`src/rtl/dram_cfg_pkg.sv`:
```
package dram_cfg_pkg;
  localparam int DATA_W   = 32;
  localparam int B_BOOT   = 23;
  localparam int B_DRIVE  = 18;
  localparam int B_TUNL   = 15;
  localparam int B_BUS16  = 14;
  localparam int CL_LO    = 9;
  localparam int BANK_LO  = 4;
  localparam int PAGE_LO  = 0;
  localparam int SPARE_LO = 19;
  localparam int CODE_W   = 3;

  typedef struct packed {
    logic              boot;
    logic [3:0]        spare;
    logic              drive;
    logic              tunl;
    logic              bus16;
    logic [CODE_W-1:0] cl;
    logic [CODE_W-1:0] bank;
    logic [CODE_W-1:0] page;
  } cfg_t;

  localparam cfg_t CFG_RST = '{boot: 1'b0, spare: 4'h2, drive: 1'b1, tunl: 1'b0,
                               bus16: 1'b0, cl: 3'h5, bank: 3'h2, page: 3'h0};

  function automatic logic [DATA_W-1:0] cfg_word(cfg_t c);
    logic [DATA_W-1:0] w;
    w = '0;
    w[B_BOOT]                   = c.boot;
    w[SPARE_LO+3:SPARE_LO]      = c.spare;
    w[B_DRIVE]                  = c.drive;
    w[17:16]                    = 2'b11;
    w[B_TUNL]                   = c.tunl;
    w[B_BUS16]                  = c.bus16;
    w[CL_LO+CODE_W-1:CL_LO]     = c.cl;
    w[BANK_LO+CODE_W-1:BANK_LO] = c.bank;
    w[PAGE_LO+CODE_W-1:PAGE_LO] = c.page;
    return w;
  endfunction
endpackage

```
`src/rtl/dram_rst_sync.sv`:
```
module dram_rst_sync (
  input  logic clk,
  input  logic rst_ni,
  output logic rst_no
);
  logic [1:0] sync_q;
  logic [1:0] sync_d;

  always_comb sync_d = {sync_q[0], 1'b1};

  always_ff @(posedge clk or negedge rst_ni) begin
    if (!rst_ni) sync_q <= 2'b00;
    else         sync_q <= sync_d;
  end

  assign rst_no = sync_q[1];
endmodule

```
`src/rtl/dram_cfg_word.sv`:
```
module dram_cfg_word
  import dram_cfg_pkg::*;
(
  input  logic              clk,
  input  logic              rst_n,
  input  logic              wr_en,
  input  logic [DATA_W-1:0] wdata,
  output cfg_t              cfg_q,
  output logic              init_q
);
  cfg_t cfg_d;
  logic drv_ok;
  logic changed;
  logic unused_bits;

  assign unused_bits = ^{wdata[31:24], wdata[17:16], wdata[13:12], wdata[8:7], wdata[3]};

  always_comb begin
    cfg_d   = cfg_q;
    drv_ok  = wr_en && cfg_q.boot && !wdata[B_BOOT];
    if (wr_en) begin
      cfg_d.boot  = wdata[B_BOOT];
      cfg_d.spare = wdata[SPARE_LO+3:SPARE_LO];
      cfg_d.tunl  = wdata[B_TUNL];
      cfg_d.bus16 = wdata[B_BUS16];
      cfg_d.cl    = wdata[CL_LO+CODE_W-1:CL_LO];
      cfg_d.bank  = wdata[BANK_LO+CODE_W-1:BANK_LO];
      cfg_d.page  = wdata[PAGE_LO+CODE_W-1:PAGE_LO];
    end
    if (drv_ok) cfg_d.drive = wdata[B_DRIVE];
    changed = wr_en && ((cfg_d.drive != cfg_q.drive) || (cfg_d.cl != cfg_q.cl) ||
                        (cfg_d.bank != cfg_q.bank) || (cfg_d.page != cfg_q.page));
  end

  always_ff @(posedge clk or negedge rst_n) begin
    if (!rst_n) begin
      cfg_q  <= CFG_RST;
      init_q <= 1'b0;
    end else begin
      if (wr_en) cfg_q <= cfg_d;
      init_q <= changed;
    end
  end

  // drive moves only after a clearing write while boot-unlock was set
  assert_drive_guard_R4: assert property (@(posedge clk) disable iff (!rst_n)
    (cfg_q.drive != $past(cfg_q.drive)) |-> $past(wr_en && cfg_q.boot && !wdata[B_BOOT]));

  // a pulse always follows a write
  assert_init_cause_R8: assert property (@(posedge clk) disable iff (!rst_n)
    init_q |-> $past(wr_en));

  // a pulse always comes with a changed trigger field
  assert_init_change_R9: assert property (@(posedge clk) disable iff (!rst_n)
    init_q |-> ((cfg_q.drive != $past(cfg_q.drive)) || (cfg_q.cl != $past(cfg_q.cl)) ||
                (cfg_q.bank != $past(cfg_q.bank)) || (cfg_q.page != $past(cfg_q.page))));
endmodule

```
`src/rtl/dram_tim_word.sv`:
```
module dram_tim_word #(
  parameter int W = 32
) (
  input  logic         clk,
  input  logic         rst_n,
  input  logic         wr_en,
  input  logic         unlocked,
  input  logic [W-1:0] wdata,
  output logic [W-1:0] q
);
  logic         load;
  logic [W-1:0] d;

  always_comb begin
    load = wr_en && unlocked;
    d    = load ? wdata : q;
  end

  always_ff @(posedge clk or negedge rst_n) begin
    if (!rst_n)    q <= '0;
    else if (load) q <= d;
  end

  // stored value changes only through an unlocked write
  assert_tim_lock_R6: assert property (@(posedge clk) disable iff (!rst_n)
    (q != $past(q)) |-> $past(wr_en && unlocked));
endmodule

```
`src/rtl/dram_rd_mux.sv`:
```
module dram_rd_mux #(
  parameter int ADDR_W   = 4,
  parameter int NUM_TIM  = 2,
  parameter int CFG_ADDR = 0,
  parameter int TIM_BASE = 1
) (
  input  logic                      clk,
  input  logic                      rst_n,
  input  logic [ADDR_W-1:0]         addr,
  input  logic [31:0]               cfg_word,
  input  logic [NUM_TIM*32-1:0]     tim_flat,
  output logic [31:0]               rdata
);
  logic mapped;

  always_comb begin
    rdata  = '0;
    mapped = 1'b0;
    if (addr == ADDR_W'(CFG_ADDR)) begin
      rdata  = cfg_word;
      mapped = 1'b1;
    end
    for (int i = 0; i < NUM_TIM; i++) begin
      if (addr == ADDR_W'(TIM_BASE + i)) begin
        rdata  = tim_flat[32*i +: 32];
        mapped = 1'b1;
      end
    end
  end

  // constant bits of the configuration word as seen on the bus
  assert_ro_bits_R2: assert property (@(posedge clk) disable iff (!rst_n)
    (addr == ADDR_W'(CFG_ADDR)) |-> (rdata[31:24] == 8'h0 && rdata[17:16] == 2'b11 &&
                                     rdata[13:12] == 2'b00 && rdata[8:7] == 2'b00 && !rdata[3]));

  // unmapped reads are zero
  assert_unmapped_zero_R10: assert property (@(posedge clk) disable iff (!rst_n)
    !mapped |-> (rdata == 32'h0));
endmodule

```
`src/rtl/dram_cfg_regs.sv`:
```
module dram_cfg_regs
  import dram_cfg_pkg::*;
#(
  parameter int ADDR_W   = 4,
  parameter int NUM_TIM  = 2,
  parameter int CFG_ADDR = 0,
  parameter int TIM_BASE = 1
) (
  input  logic                   clk,
  input  logic                   rst_n,
  input  logic [ADDR_W-1:0]      bus_addr,
  input  logic                   bus_we,
  input  logic [DATA_W-1:0]      bus_wdata,
  output logic [DATA_W-1:0]      bus_rdata,
  output logic                   init_start,
  output logic                   drive_weak,
  output logic                   bus16_sel,
  output logic [CODE_W-1:0]      cas_lat,
  output logic [CODE_W-1:0]      bank_code,
  output logic [CODE_W-1:0]      page_code,
  output logic [NUM_TIM*DATA_W-1:0] tim_flat
);
  localparam int TIM_W = NUM_TIM * DATA_W;

  logic rst_s_n;
  cfg_t cfg_q;
  logic cfg_we;

  dram_rst_sync u_rst (.clk(clk), .rst_ni(rst_n), .rst_no(rst_s_n));

  assign cfg_we = bus_we && (bus_addr == ADDR_W'(CFG_ADDR));

  dram_cfg_word u_cfg (
    .clk(clk), .rst_n(rst_s_n), .wr_en(cfg_we), .wdata(bus_wdata),
    .cfg_q(cfg_q), .init_q(init_start)
  );

  for (genvar i = 0; i < NUM_TIM; i++) begin : g_tim
    logic tim_we;
    assign tim_we = bus_we && (bus_addr == ADDR_W'(TIM_BASE + i));
    dram_tim_word #(.W(DATA_W)) u_tim (
      .clk(clk), .rst_n(rst_s_n), .wr_en(tim_we), .unlocked(cfg_q.tunl),
      .wdata(bus_wdata), .q(tim_flat[DATA_W*i +: DATA_W])
    );
  end

  dram_rd_mux #(.ADDR_W(ADDR_W), .NUM_TIM(NUM_TIM), .CFG_ADDR(CFG_ADDR), .TIM_BASE(TIM_BASE)) u_mux (
    .clk(clk), .rst_n(rst_s_n), .addr(bus_addr), .cfg_word(cfg_word(cfg_q)),
    .tim_flat(tim_flat[TIM_W-1:0]), .rdata(bus_rdata)
  );

  assign drive_weak = cfg_q.drive;
  assign bus16_sel  = cfg_q.bus16;
  assign cas_lat    = cfg_q.cl;
  assign bank_code  = cfg_q.bank;
  assign page_code  = cfg_q.page;
endmodule

```
`config.mk`:
```
export PLATFORM = sky130hd
export DESIGN_NAME = dram_cfg_regs
export DESIGN_NICKNAME = d
export VERILOG_FILES = /design/src/rtl/dram_cfg_pkg.sv /design/src/rtl/dram_rst_sync.sv /design/src/rtl/dram_cfg_word.sv /design/src/rtl/dram_tim_word.sv /design/src/rtl/dram_rd_mux.sv /design/src/rtl/dram_cfg_regs.sv
export SDC_FILE = /design/constraint.sdc
export NUM_CORES = 1
export LEC_CHECK = 0
export ABC_CLOCK_PERIOD_IN_PS = 5100
export BUFFER_PORTS_ARGS = -buffer_cell sky130_fd_sc_hd__buf_2
export CORE_MARGIN = 3
export CORE_UTILIZATION = 55
export CTS_BUF_LIST = sky130_fd_sc_hd__clkbuf_2
export DETAILED_ROUTE_END_ITERATION = 8
export PLACE_DENSITY = 0.87
export SYNTH_ARGS = -nofsm -noshare
export SYNTH_HDL_FRONTEND = slang
export SYNTH_SLANG_ARGS = --single-unit
```
`constraint.sdc`:
```
create_clock -name clk -period 5.1 [get_ports clk]
set_input_delay 0.255 -clock clk [delete_from_list [all_inputs] [get_ports clk]]
set_output_delay 0.255 -clock clk [all_outputs]
set_load 0.1 [all_outputs]
```
==> reports/metrics.cfg, run 1 <==
[detailed_routing]
drtIter0Drc = 124
ant_nets = 0
drt_wl_total_um = 10400
viasPerCell = 5.40
dr.pass1.iters = 4
wl_per_cell_um = 17.7
drc_errors = 0
num_vias = 3151

[synthesis]
synth_top_flop_cell = dfrtp_1
ys_ff_latch = 84
postSynthCellCount = 321
avgSynthCellArea_um2 = 13.0
async_flop_share_pct = 100
synth_nets = 360
ys_seq_area_share_pct = 50.7
synth-edff-count = 0
ys_types = 32
synth_area_mm2 = 0.00416
ys_warn_count = 0

[sta]
relSlewSlack_pct = 23.7
rsz0062_at_grt = no
maxSlewViolCount = 0
worst_slew_pin_slew_ns = 1.14
max_freq_mhz = 386
finClkSkew_ns = 0.0330
hold_viol_final = 0
finalCriticalPeriod_ns = 2.59
hold_slack_ns = 0.0275
fin_crit_sh_pct = 50.8
finalSetupViolations = 0
tns_ns = 0

[floorplan]
pin_count = 147
fp.dieArea_mm2 = 0.00865
num_rows = 31
die_w_um = 93.0
core-area_mm2 = 0.00729
start_util_pct = 57.1
die_h_um = 93.0

[critical_path]
endpoint_kind = flop
cpPeakStageDelay_ns = 1.01
critPathKind = in -> reg
cp.arrival_ns = 2.99
reg2reg_slack_ns = 2.97
critical-path-slowest-cell = nand4_2
start_kind = input pin
required_ns = 5.49
crit_fanout = 32
path_cells = buf_2, nor2b_4, nand4_2, mux2_1

[clock_tree]
cts_tree = yes
clock_sinks = 84
cts_root_buf = clkbuf_2
cts_setup_buffers = 0
htree_num_levels = 3
cts_buffer_depth = 2
worstSkewPairLatency_ns = 0.52
clk_pin_slew_ns = 0.23
numCtsBuffers = 9

[global_routing]
grt_pass1_wl_um = 16500
grt_pass1_vias = 3330
grt_overflow_total = 0
antenna_found_initial = 1
grt.total_usage_pct = 24.2
grt_max_degree = 83

[power_and_ir_drop]
p_comb_share_pct = 52.6
vdd_drop_max_mv = 0.287
switching_share_pct = 55.7
seq_power_share_pct = 34.5
p_int_mw = 1.19
power_switching_mw = 1.50
p_leak_nw = 2.83
powerDensity_mw_per_mm2 = 513
clockPowerShare_pct = 12.9

[placement]
dp_hpwl_um = 6820
port_buffers = 146
gp_congestion = 0.800

[final_layout]
area_growth_pct = 26.2
drive_above_1_share_pct = 52.2
nets = 519
n_antenna_cell = 0

[status]
status = complete, no violations

[hold_path]
hold_path_class = in -> reg

[run]
max-cap-violations = 0

## routing by layer
layer	global-route usage, %	share of wire, %	vias to the layer above
li1	-	-	1429
met1	28.1	40	1589
met2	44.2	53	105
met3	4.02	4.8	26
met4	9.65	2.7	2
met5	0	0.068	-
## placed cells by master (no fill, tap or decap), types with 2 or more instances in the layout
cell type / count
mux2_4: 30
buf_2: 146
dfstp_2: 5
inv_1: 2
mux2_1: 20
nand2b_1: 2
or2_2: 18
clkinvlp_4: 5
a22oi_1: 13
a21oi_1: 19
dlygate4sd3_1: 31
dfrtp_1: 78
xor2_1: 10
nand2_1: 17
clkbuf_2: 9
mux2i_1: 17
nor2_1: 14
a21o_1: 2
mux2_2: 31
## layout make-up
cell class | instances | area, µm²
clock buffers | 9 | 45.0
clock inverters | 7 | 76.3
fillers | 547 | 2040
inverters | 2 | 7.51
multi-input cells | 206 | 1850
flip-flops and latches | 84 | 2110
well taps | 99 | 124
repair buffers | 177 | 1040
## flip-flops by register name (all words and copies together) (netlist names)
signal and count:
u_cfg.init_q 1, u_rst.sync_q 2, u_cfg.cfg_q 17, g_tim.u_tim.q 64
## worst paths after layout
check	from	endpoint	cells after the start
max	bus_addr[1]	g_tim[1].u_tim.q[4]	4
min	bus_wdata[11]	g_tim[1].u_tim.q[11]	2
max reg2reg	u_cfg.cfg_q[10]	g_tim[1].u_tim.q[4]	2
min reg2reg	u_rst.sync_q[0]	u_rst.sync_q[1]	0
max in group asynchronous	u_rst.sync_q[1]	g_tim[1].u_tim.q[22]	0
min in group asynchronous	u_rst.sync_q[1]	u_cfg.cfg_q[7]	0
## timing repair
action,4_1_cts,5_1_grt
hold endpoints to repair,63,0
hold buffers,31,0
gates resized for setup,0,0
## through the flow
stage	cell area, µm²	std cells	worst slack [ns]	total power [mW]	util (%)
floorplan	4160	321	2.02	2.13	-
global placement	4820	537	1.97	2.31	66.1
detailed placement	4820	537	1.93	2.34	66.1
CTS	5250	584	2.50	2.70	72.0
global route	5250	584	2.29	2.79	72.0
finish	5250	584	2.51	2.69	72.0
## power by group through the flow
stage | Combinational, mW | Sequential, mW | Clock (mW)
3_5_place_dp | 1.40 | 0.941 | 0
2_1_floorplan | 0.466 | 1.67 | 0
6_report | 1.42 | 0.930 | 0.348
3_3_place_gp | 1.38 | 0.929 | 0
5_1_grt | 1.46 | 0.951 | 0.383
4_1_cts | 1.42 | 0.928 | 0.354
## synthesized netlist by cell type (2+ instances only)
master / count / area (µm²)
nand2_1: 17 / 63.8
xor2_1: 10 / 87.6
dfrtp_1: 79 / 1980
buf_6: 5 / 56.3
mux2_2: 31 / 349
or2_2: 18 / 113
nor2_1: 14 / 52.6
mux2_1: 20 / 225
nand2b_1: 2 / 12.5
inv_1: 2 / 7.51
buf_1: 2 / 7.51
dfstp_2: 5 / 131
mux2i_1: 17 / 170
mux2_4: 30 / 450
clkbuf_1: 8 / 30.0
a21o_1: 2 / 15.0
a22oi_1: 13 / 97.6
a21oi_1: 19 / 95.1
buf_4: 14 / 105
## critical path, delay by kind of cell
kind	cells	cell delay, ns
muxes	1	0.68
and+or+nand+nor	2	1.74
buffers and inverters	1	0.30
## cells by family (layout without fill, tap and decap cells)
logic type / after synthesis / after routing / share of synthesized area (%)
muxes: 98 / 98 / 28.7
DFF: 84 / 84 / 50.7
and+or+nand+nor: 61 / 61 / 8.15
AOI/OAI and AO/OA: 36 / 36 / 5.32
buffers and inverters: 31 / 195 / 4.96
xor gates and xnor gates: 10 / 10 / 2.10
other: 1 / 1 / 0.0901
Note: power is estimated with default switching activity, not from simulation.
==> inputs of run 2 (changes only) <==
--- a/config.mk
+++ b/config.mk
@@ -5,13 +5,13 @@
 export SDC_FILE = /design/constraint.sdc
 export NUM_CORES = 1
 export LEC_CHECK = 0
-export ABC_CLOCK_PERIOD_IN_PS = 5100
+export ABC_CLOCK_PERIOD_IN_PS = 2200
 export BUFFER_PORTS_ARGS = -buffer_cell sky130_fd_sc_hd__buf_2
 export CORE_MARGIN = 3
-export CORE_UTILIZATION = 55
+export CORE_UTILIZATION = 47
 export CTS_BUF_LIST = sky130_fd_sc_hd__clkbuf_2
 export DETAILED_ROUTE_END_ITERATION = 8
-export PLACE_DENSITY = 0.87
+export PLACE_DENSITY = 0.79
 export SYNTH_ARGS = -nofsm -noshare
 export SYNTH_HDL_FRONTEND = slang
 export SYNTH_SLANG_ARGS = --single-unit
==> constraint.sdc (replaced) <==
create_clock -name clk -period 2.2 [get_ports clk]
set_input_delay 0.11 -clock clk [delete_from_list [all_inputs] [get_ports clk]]
set_output_delay 0.11 -clock clk [all_outputs]
set_load 0.1 [all_outputs]
==> run 2 against run 1 <==
Net effect: worst setup slack got worse by 2.3 ns; sequential share of layout area decreased by 5.5 points; utilization increased by 0.19 points; first-iteration DRC count decreased by 14%; highest routed layer is now met4; combinational power increased by 150%; non-clock buffer count increased by 15; sequential power increased by 130%; clock skew decreased by 0.011 ns; sequential cell count unchanged; die area increased by 16%; worst hold slack improved by 0.038 ns.
==> reports/metrics.cfg, run 2 (synthesized netlist as in run 1, its figures left out) <==
[detailed_routing]
wl_per_cell_um = 18.5  ; +4.4%
drc_errors = 0  ; unchanged
viasPerCell = 5.31  ; -1.6%
drtIter0Drc = 107  ; -14%
num_vias = 3211  ; +1.9%
drt_wl_total_um = 11200  ; +8.1%
ant_nets = 0  ; unchanged
dr.pass1.iters = 4  ; unchanged

[clock_tree]
cts_buffer_depth = 2  ; unchanged
worstSkewPairLatency_ns = 0.51  ; about the same
numCtsBuffers = 9  ; unchanged
cts_tree = yes
cts_root_buf = clkbuf_2
clock_sinks = 84  ; unchanged
htree_num_levels = 3  ; unchanged
clk_pin_slew_ns = 0.22  ; about the same

[floorplan]
core-area_mm2 = 0.00842  ; +16%
pin_count = 147  ; unchanged
die_h_um = 100  ; +7.6%
start_util_pct = 49.4  ; -7.7 points
die_w_um = 100  ; +7.6%
num_rows = 33  ; +6.5%
fp.dieArea_mm2 = 0.0100  ; +16%

[critical_path]
endpoint_kind = primary output
reg2reg_slack_ns = 0.88  ; -2.09 ns
crit_fanout = 4  ; -88%
required_ns = 2.09  ; -3.40 ns
critPathKind = reg -> out
start_kind = flop
cp.arrival_ns = 1.84  ; -1.15 ns

[sta]
tns_ns = 0  ; unchanged
worst_slew_pin_slew_ns = 0.548  ; -0.593 ns
hold_viol_final = 0  ; unchanged
relSlewSlack_pct = 63.4  ; +40 points
maxSlewViolCount = 0  ; unchanged
finalCriticalPeriod_ns = 1.95
finClkSkew_ns = 0.0221  ; -0.0109 ns
rsz0062_at_grt = no
fin_crit_sh_pct = 88.8
finalSetupViolations = 0  ; unchanged
max_freq_mhz = 512
worst_slack_ns = 0.247  ; -2.26 ns

[power_and_ir_drop]
vdd_drop_max_mv = 0.661  ; +130%
p_leak_nw = 3.01  ; +6.3%
finalPower_mw = 6.41  ; +140%
powerDensity_mw_per_mm2 = 1050  ; +110%

[final_layout]
fill_cells = 588  ; +7.5%
ff_latch_area_mm2 = 0.00211  ; unchanged
largest-register = g_tim.u_tim.q
reg_top3 = g_tim.u_tim.q x64, u_cfg.cfg_q x17, u_rst.sync_q x2
multi_input_area_mm2 = 0.00209  ; +13%
largest_register_ffs = 64  ; unchanged
final_core_util_pct = 72.2  ; +0.19 points
n_antenna_cell = 0  ; unchanged
layout_common_cells = 116 x buf_2, 78 x dfrtp_1, 35 x dlygate4sd3_1
nets = 534  ; +2.9%
area_growth_pct = 46.2
drive_above_1_share_pct = 59.2  ; +7.0 points
final_common_cell = buf_2

[global_routing]
grt.total_usage_pct = 23.0  ; -1.2 points
grt_pass1_wl_um = 18000  ; +9.1%
grt_pass1_vias = 3465  ; +4.1%
antenna_found_initial = 0  ; -1
grt_max_degree = 49  ; -41%
grt_overflow_total = 0  ; unchanged

[status]
status = complete, no violations

[placement]
place_ws_ns = 0.493  ; -1.44 ns
port_buffers = 146  ; unchanged
dp_hpwl_um = 8030  ; +18%
gp_congestion = 0.785  ; -1.8%

[run]
max-cap-violations = 0  ; unchanged

[hold_path]
hold_path_class = in -> reg

==> run 2: repair_timing <==
| action | 4_1_cts | 5_1_grt |
|---|---|---|
| hold buffers | 35 | 0 |
| endpoints found under the setup margin | 0 | 0 |
| setup buffers | 0 | 0 |
| endpoints found under the hold margin | 83 | 0 |
| resized for setup | 0 | 0 |
==> run 2: worst max-delay path, cell delays in order (launching register included) <==
cell and delay (ns):
dfstp_2 0.61, mux2i_1 0.07, or2_2 0.31, a21oi_4 0.15, buf_12 0.19
==> run 2: layout make-up <==
cell class / count / share of cell area, %
well taps: 105 / 2.16
clock inverters: 5 / 0.864
flip-flops and latches: 84 / 34.7
repair buffers: 192 / 26.9
clock buffers: 11 / 0.905
multi-input cells: 206 / 34.3
inverters: 2 / 0.123
==> run 2: per-stage QoR <==
step                      hold WS (ns)  std cells  cell area (µm²)
after floorplan                 -0.186        321             4400
after global placement          -0.105        554             5630
after detailed placement        -0.101        554             5630
after CTS                       0.0252        605             6080
after global routing            0.0677        605             6080
final                           0.0655        605             6080
==> run 2: worst paths after layout <==
path | from | to | depth (start not counted)
min in group asynchronous | u_rst.sync_q[1] | g_tim[1].u_tim.q[4] | 0
worst min-delay path | bus_addr[2] | u_cfg.cfg_q[11] | 4
worst min register to register | u_rst.sync_q[1] | g_tim[1].u_tim.q[4] | 0
worst max register to register | u_cfg.cfg_q[10] | g_tim[0].u_tim.q[20] | 3
max in group asynchronous | u_rst.sync_q[1] | u_cfg.cfg_q[11] | 1
worst max-delay path | u_cfg.cfg_q[6] | bus_rdata[9] | 4
==> run 2: layer usage <==
metal / GRT usage [%] / routed length, µm
met2: 39.9 / 5880
met5: 0 / 0
met3: 3.82 / 569
met1: 28.4 / 4480
met4: 9.64 / 269
==> run 2: where the power goes <==
group          switching [mW]  internal, mW  leakage (nW)  total (mW)
logic                    2.73         0.755          1.85        3.49
clock network           0.520         0.266        0.0717       0.786
registers               0.278          1.86          1.09        2.14
